File: src/rtl/ts_cap_pkg.sv
`timescale 1ns/1ps
package ts_cap_pkg;
  typedef enum logic [1:0] {
    RX_V1_SYNC  = 2'b00,
    RX_V1_DREQ  = 2'b01,
    RX_V2_EVENT = 2'b10,
    RX_ALL      = 2'b11
  } rx_mode_e;

  localparam int unsigned ADDR_W = 3;
  localparam int unsigned N_DIR  = 2;
  localparam int unsigned DIR_TX = 0;
  localparam int unsigned DIR_RX = 1;

  localparam logic [ADDR_W-1:0] A_TX_CTRL = 3'd0;
  localparam logic [ADDR_W-1:0] A_TX_LO   = 3'd1;
  localparam logic [ADDR_W-1:0] A_TX_HI   = 3'd2;
  localparam logic [ADDR_W-1:0] A_RX_CTRL = 3'd3;
  localparam logic [ADDR_W-1:0] A_RX_LO   = 3'd4;
  localparam logic [ADDR_W-1:0] A_RX_HI   = 3'd5;
  localparam logic [ADDR_W-1:0] A_MSGSEL  = 3'd6;

  // control word bit positions
  localparam int unsigned B_EN    = 0;
  localparam int unsigned B_MODE  = 1;
  localparam int unsigned B_VALID = 4;
  localparam int unsigned B_OVR   = 5;
endpackage

File: src/rtl/ts_rx_filter.sv
`timescale 1ns/1ps
module ts_rx_filter
  import ts_cap_pkg::*;
#(
  parameter int unsigned MSG_W = 4
) (
  input  rx_mode_e         mode_i,
  input  logic [MSG_W-1:0] sync_code_i,
  input  logic [MSG_W-1:0] dreq_code_i,
  input  logic             is_v1_i,
  input  logic             is_v2_i,
  input  logic             is_event_i,
  input  logic [MSG_W-1:0] msg_i,
  output logic             match_o
);
  always_comb begin
    unique case (mode_i)
      RX_V1_SYNC:  match_o = is_v1_i && (msg_i == sync_code_i);
      RX_V1_DREQ:  match_o = is_v1_i && (msg_i == dreq_code_i);
      RX_V2_EVENT: match_o = is_v2_i && is_event_i;
      default:     match_o = 1'b1;
    endcase
  end
endmodule

File: src/rtl/ts_capture_lane.sv
`timescale 1ns/1ps
module ts_capture_lane #(
  parameter int unsigned TS_W = 64
) (
  input  logic            clk_i,
  input  logic            rst_ni,
  input  logic            en_i,
  input  logic            sof_i,
  input  logic            match_i,
  input  logic            hi_rd_i,
  input  logic [TS_W-1:0] time_i,
  output logic            valid_o,
  output logic            ovr_o,
  output logic [TS_W-1:0] stamp_o
);
  logic qual, cap;

  assign qual = en_i && sof_i && match_i;
  assign cap  = qual && !valid_o;

  always_ff @(posedge clk_i or negedge rst_ni) begin
    if (!rst_ni) begin
      valid_o <= 1'b0;
      ovr_o   <= 1'b0;
      stamp_o <= '0;
    end else begin
      if (cap) stamp_o <= time_i;
      valid_o <= cap || (valid_o && !hi_rd_i);
      // a drop in the release cycle still counts
      ovr_o   <= (ovr_o && !hi_rd_i) || (qual && valid_o);
    end
  end
endmodule

File: src/rtl/ts_capture_unit.sv
`timescale 1ns/1ps
module ts_capture_unit
  import ts_cap_pkg::*;
#(
  parameter int unsigned TS_W  = 64,
  parameter int unsigned MSG_W = 4
) (
  input  logic                clk_i,
  input  logic                rst_ni,
  input  logic [TS_W-1:0]     time_i,
  input  logic                tx_sof_i,
  input  logic                tx_ts_req_i,
  input  logic                rx_sof_i,
  input  logic                rx_is_v1_i,
  input  logic                rx_is_v2_i,
  input  logic                rx_is_event_i,
  input  logic [MSG_W-1:0]    rx_msg_type_i,
  input  logic [ADDR_W-1:0]   reg_addr_i,
  input  logic                reg_wr_i,
  input  logic [TS_W/2-1:0]   reg_wdata_i,
  input  logic                reg_rd_i,
  output logic [TS_W/2-1:0]   reg_rdata_o,
  output logic                tx_valid_o,
  output logic                rx_valid_o
);
  localparam int unsigned REG_W = TS_W / 2;

  logic [N_DIR-1:0]           en_q;
  rx_mode_e                   mode_q;
  logic [MSG_W-1:0]           sync_code_q, dreq_code_q;
  logic [N_DIR-1:0]           sof, match, hi_rd, valid, ovr;
  logic [N_DIR-1:0][TS_W-1:0] stamp;
  logic                       rx_match;
  logic [N_DIR-1:0][REG_W-1:0] ctrl_word;

  always_ff @(posedge clk_i or negedge rst_ni) begin
    if (!rst_ni) begin
      en_q        <= '0;
      mode_q      <= RX_V1_SYNC;
      sync_code_q <= MSG_W'(0);
      dreq_code_q <= MSG_W'(1);
    end else if (reg_wr_i) begin
      unique case (reg_addr_i)
        A_TX_CTRL: en_q[DIR_TX] <= reg_wdata_i[B_EN];
        A_RX_CTRL: begin
          en_q[DIR_RX] <= reg_wdata_i[B_EN];
          mode_q       <= rx_mode_e'(reg_wdata_i[B_MODE +: 2]);
        end
        A_MSGSEL: begin
          sync_code_q <= reg_wdata_i[MSG_W-1:0];
          dreq_code_q <= reg_wdata_i[2*MSG_W-1:MSG_W];
        end
        default: ;
      endcase
    end
  end

  ts_rx_filter #(.MSG_W(MSG_W)) i_rx_filter (
    .mode_i      (mode_q),
    .sync_code_i (sync_code_q),
    .dreq_code_i (dreq_code_q),
    .is_v1_i     (rx_is_v1_i),
    .is_v2_i     (rx_is_v2_i),
    .is_event_i  (rx_is_event_i),
    .msg_i       (rx_msg_type_i),
    .match_o     (rx_match)
  );

  assign sof[DIR_TX]   = tx_sof_i;
  assign sof[DIR_RX]   = rx_sof_i;
  assign match[DIR_TX] = tx_ts_req_i;
  assign match[DIR_RX] = rx_match;
  assign hi_rd[DIR_TX] = reg_rd_i && (reg_addr_i == A_TX_HI);
  assign hi_rd[DIR_RX] = reg_rd_i && (reg_addr_i == A_RX_HI);

  for (genvar d = 0; d < N_DIR; d++) begin : g_lane
    ts_capture_lane #(.TS_W(TS_W)) i_lane (
      .clk_i   (clk_i),
      .rst_ni  (rst_ni),
      .en_i    (en_q[d]),
      .sof_i   (sof[d]),
      .match_i (match[d]),
      .hi_rd_i (hi_rd[d]),
      .time_i  (time_i),
      .valid_o (valid[d]),
      .ovr_o   (ovr[d]),
      .stamp_o (stamp[d])
    );

    always_comb begin
      ctrl_word[d]          = '0;
      ctrl_word[d][B_EN]    = en_q[d];
      ctrl_word[d][B_VALID] = valid[d];
      ctrl_word[d][B_OVR]   = ovr[d];
      if (d == DIR_RX) ctrl_word[d][B_MODE +: 2] = mode_q;
    end
  end

  always_comb begin
    reg_rdata_o = '0;
    unique case (reg_addr_i)
      A_TX_CTRL: reg_rdata_o = ctrl_word[DIR_TX];
      A_TX_LO:   reg_rdata_o = stamp[DIR_TX][REG_W-1:0];
      A_TX_HI:   reg_rdata_o = stamp[DIR_TX][TS_W-1:REG_W];
      A_RX_CTRL: reg_rdata_o = ctrl_word[DIR_RX];
      A_RX_LO:   reg_rdata_o = stamp[DIR_RX][REG_W-1:0];
      A_RX_HI:   reg_rdata_o = stamp[DIR_RX][TS_W-1:REG_W];
      A_MSGSEL:  reg_rdata_o[2*MSG_W-1:0] = {dreq_code_q, sync_code_q};
      default:   reg_rdata_o = '0;
    endcase
  end

  assign tx_valid_o = valid[DIR_TX];
  assign rx_valid_o = valid[DIR_RX];
endmodule

File: config.mk
export PLATFORM = sky130hd
export DESIGN_NAME = ts_capture_unit
export DESIGN_NICKNAME = d
export VERILOG_FILES = /design/src/rtl/ts_cap_pkg.sv /design/src/rtl/ts_rx_filter.sv /design/src/rtl/ts_capture_lane.sv /design/src/rtl/ts_capture_unit.sv
export SDC_FILE = /design/constraint.sdc
export NUM_CORES = 1
export LEC_CHECK = 0
export BUFFER_PORTS_ARGS = -buffer_cell sky130_fd_sc_hd__buf_2
export CORE_UTILIZATION = 35
export CTS_BUF_LIST = sky130_fd_sc_hd__clkbuf_8
export DETAILED_ROUTE_END_ITERATION = 10
export PLACE_DENSITY = 0.66
export SKIP_CTS_REPAIR_TIMING = 1
export SLEW_MARGIN = 5
export SYNTH_ARGS = -nofsm -noshare
export SYNTH_HDL_FRONTEND = slang
export SYNTH_SLANG_ARGS = --single-unit
File: constraint.sdc
create_clock -name clk_i -period 2.4 [get_ports clk_i]
set_clock_uncertainty 0.2 [all_clocks]
set_input_delay 0.24 -clock clk_i [delete_from_list [all_inputs] [get_ports clk_i]]
set_output_delay 0.24 -clock clk_i [all_outputs]
set_load 0.02 [all_outputs]
==> impl_metrics.py <==
metrics = {
    "logic_synthesis": {
        "async_reset_ff_share_pct": 100,
        "seq_area_frac_synth_pct": 51.6,
        "synth_edf_count": 0,
        "muxShareOfSynthArea_pct": 4.01,
        "avgSynthCellArea_sq_um": 10.3,
        "synth_area_sq_um": 6990,
        "synth_top_family_by_area": "compound AO/OA/AOI/OAI gates",
        "synth_largest_area_cell": "dfrtp_1",
        "synthTopCellsByCount": "nand2_1 (145), dfrtp_1 (143), o21ai_0 (69)",
        "ys_ff_latch": 144,
        "synthCells": 679,
        "synth_adder_area_share_pct": 0,
        "synth_xor_xnor_area_share_pct": 0.251,
        "synth_flop_cell": "dfrtp_1",
        "synth-simple-area-share_pct": 10.8,
        "synthTopCellsByArea": "dfrtp_1 (51%), o32ai_2 (8.8%), nand2_1 (7.8%), o21ai_0 (4.9%), inv_1 (3.5%)",
        "ys_types": 40,
        "synth_compound_area_share_pct": 26.0,
        "synth_top_area_share_pct": 51.2,
        "synth-warning-count": 0,
        "synth.net_count": 792,
        "synth_most_common_cell": "nand2_1",
    },
    "drt": {
        "first_pass_iters": 5,
        "drc_errors": 0,
        "wl_per_cell_um": 16.8,
        "vias_per_cell": 5.08,
        "drtIter0Drc": 308,
        "detail-route-antenna-nets": 0,
        "num_vias": 5801,
        "drt-total-wl_um": 19200,
    },
    "floorplan": {
        "fp-row-count": 51,
        "design.die.area_sq_um": 20500,
        "die-height_um": 143,
        "fp.coreArea_sq_um": 19500,
        "num_io_pins": 147,
        "start_util_pct": 35.8,
        "die_w_um": 143,
    },
    "clocking": {
        "cts_buffer_depth": 2,
        "h-tree-depth": 4,
        "clk_latency_ps": 450,
        "cts_root_buf": "clkbuf_8",
        "cts_buffers": 17,
        "clkSlewWorstSetupHoldPaths_ps": 80,
        "clock_sinks": 144,
        "cts_tree": "yes",
    },
    "sta": {
        "worst_slew_pin_slew_ps": 556,
        "relSlewSlack_pct": 62.9,
        "period_share_pct": 93.6,
        "max_freq_mhz": 445,
        "drv_slew": 0,
        "setup_viol": 0,
        "setup_tns_ps": 0,
        "setup_ws_ps": 153,
        "rsz0062_at_grt": "no",
        "hold_viol": 0,
        "period_needed_ps": 2250,
    },
    "global_routing": {
        "grt_pass1_wl_um": 30100,
        "grtUsageMet3_pct": 5.40,
        "grt_remaining_overflow": 0,
        "track_usage_pct": 19.2,
        "antenna_found_initial": 0,
        "grt_max_degree": 130,
        "top_usage_layer": "met2",
        "grt_pass1_vias": 5636,
        "grtUsageMet2_pct": 31.6,
        "gr-usage-met1_pct": 25.0,
    },
    "final_layout": {
        "areaGrowthSynthToFinish_pct": 33.3,
        "layout.nets": 977,
        "drive_gt1_share_pct": 27.5,
        "fillCellCount": 1859,
        "n_antenna_cell": 0,
        "area.sequential_sq_um": 3600,
        "multiInputGateArea_sq_um": 2940,
    },
    "critical_path": {
        "cp.arrival_ps": 2370,
        "path_class": "register to register",
        "worst_setup_path_end_kind": "register",
        "r2r_cells": 8,
        "worstPathRequired_ps": 2520,
        "timing.rr.end": "g_lane[1].i_lane.stamp_o[26]",
        "ff2ff_setup_slack_ps": 150,
        "r2r_start": "mode_q[1]",
        "crit_fanout": 35,
        "critPathLaunchType": "register",
    },
    "min_path": {
        "min_delay_path_depth": 3,
        "timing.hold.worst.class": "primary input to register",
        "hold_end": "mode_q[0]",
        "min_from": "reg_wr_i",
    },
    "status": {
        "status": "complete, no violations",
    },
    "placed_design": {
        "dpl_worst_slack_ps": 155,
        "place_congestion": 0.790,
        "port_buffers": 122,
        "hpwlAfterDp_um": 11600,
    },
    "job": {
        "cap_viol_max_count": 0,
    },
    "pwr": {
        "ir_drop_mv": 0.545,
        "p_leak_nw": 4.46,
        "power_density_nw_per_um2": 984,
    },
}
## final cells by class
type / instances / area share (%)
flip-flops and latches: 144 / 38.7
well taps: 265 / 3.56
inverters: 65 / 2.62
clock buffers: 21 / 3.10
clock inverters: 11 / 1.97
multi-input cells: 412 / 31.5
repair buffers: 224 / 18.5
## critical path, stage by stage (launching register included)
cell and delay, ps:
dfrtp_1 380, nor2b_1 110, buf_4 150, mux2i_1 210
mux2i_1 270, buf_4 150, and4_4 240, buf_12 230
o32ai_1 130
## per-layer routing
metal	share of wire (%)	wire, um	up-vias
met3	4.4	848	13
met2	50	9530	131
met4	0.79	152	0
met1	45	8710	2869
met5	0	0	-
li1	-	-	2788
## registers in the layout, summed over array words and instances (netlist names)
name	count
g_lane.i_lane.ovr_o	2
mode_q	2
g_lane.i_lane.valid_o	2
en_q	2
dreq_code_q	4
g_lane.i_lane.stamp_o	128
sync_code_q	4
## power by group
group          switching, mW  internal [mW]  total [mW]
clock network          0.953           1.34        2.29
registers              0.619           3.51        4.13
logic                   1.51           1.23        2.74
total                   3.08           6.09        9.17
## through the flow
| stage | std cells | instance area (sq um) | hold slack (ps) | power (mW) | utilization (%) |
|---|---|---|---|---|---|
| detailed placement | 1032 | 8050 | 47.0 | 6.81 | 41.2 |
| global placement | 1032 | 8050 | 48.9 | 6.68 | 41.2 |
| CTS | 1064 | 8520 | -469 | 9.12 | 43.6 |
| floorplan | 679 | 6990 | -256 | 5.91 | - |
| global route | 1142 | 9320 | 31.6 | 9.83 | 47.7 |
| finish | 1142 | 9320 | 47.7 | 9.17 | 47.7 |
## cells by family (layout without fill, tap and decap cells)
kind of cell	count (synthesis)	count (layout)
muxes	26	26
and+or+nand+nor	178	178
DFF	144	144
AOI/OAI and AO/OA	206	206
buffers and inverters	123	321
xor gates and xnor gates	2	2
## worst max path at each step
stage                   start                            to  slack, ps  cells past startpoint
floorplan           mode_q[1]  g_lane[1].i_lane.stamp_o[16]        330                      8
global placement    mode_q[1]  g_lane[1].i_lane.stamp_o[48]        230                      8
detailed placement  mode_q[1]  g_lane[1].i_lane.stamp_o[43]        150                      8
CTS                 mode_q[1]  g_lane[1].i_lane.stamp_o[33]        120                      8
global route        mode_q[0]  g_lane[1].i_lane.stamp_o[28]         10                      8
finish              mode_q[1]  g_lane[1].i_lane.stamp_o[26]        150                      8
## cell usage in the layout (no fill, tap or decap), types with 2 or more instances in the layout
master | synthesis | final
a31oi_1 | 2 | 2
clkinv_2 | 0 | 3
nand2_1 | 145 | 145
inv_1 | 65 | 66
buf_12 | 0 | 12
a22o_1 | 24 | 24
nand2b_1 | 5 | 5
o211ai_1 | 2 | 2
dlygate4sd3_1 | 0 | 77
buf_4 | 6 | 13
bufinv_16 | 0 | 5
clkinvlp_4 | 0 | 2
o32ai_1 | 26 | 24
nor2_1 | 4 | 3
and2_1 | 2 | 2
nor3b_1 | 2 | 2
nor2b_1 | 8 | 7
clkbuf_8 | 0 | 21
o21ai_0 | 69 | 69
a221o_1 | 23 | 23
mux2i_1 | 10 | 10
o22ai_1 | 2 | 2
a22oi_1 | 12 | 12
buf_2 | 5 | 121
nand3_1 | 5 | 5
o32ai_2 | 38 | 40
a21oi_1 | 3 | 3
xor2_1 | 2 | 2
mux2_2 | 16 | 16
dfrtp_1 | 143 | 143
(Power assumes the default switching activity.)
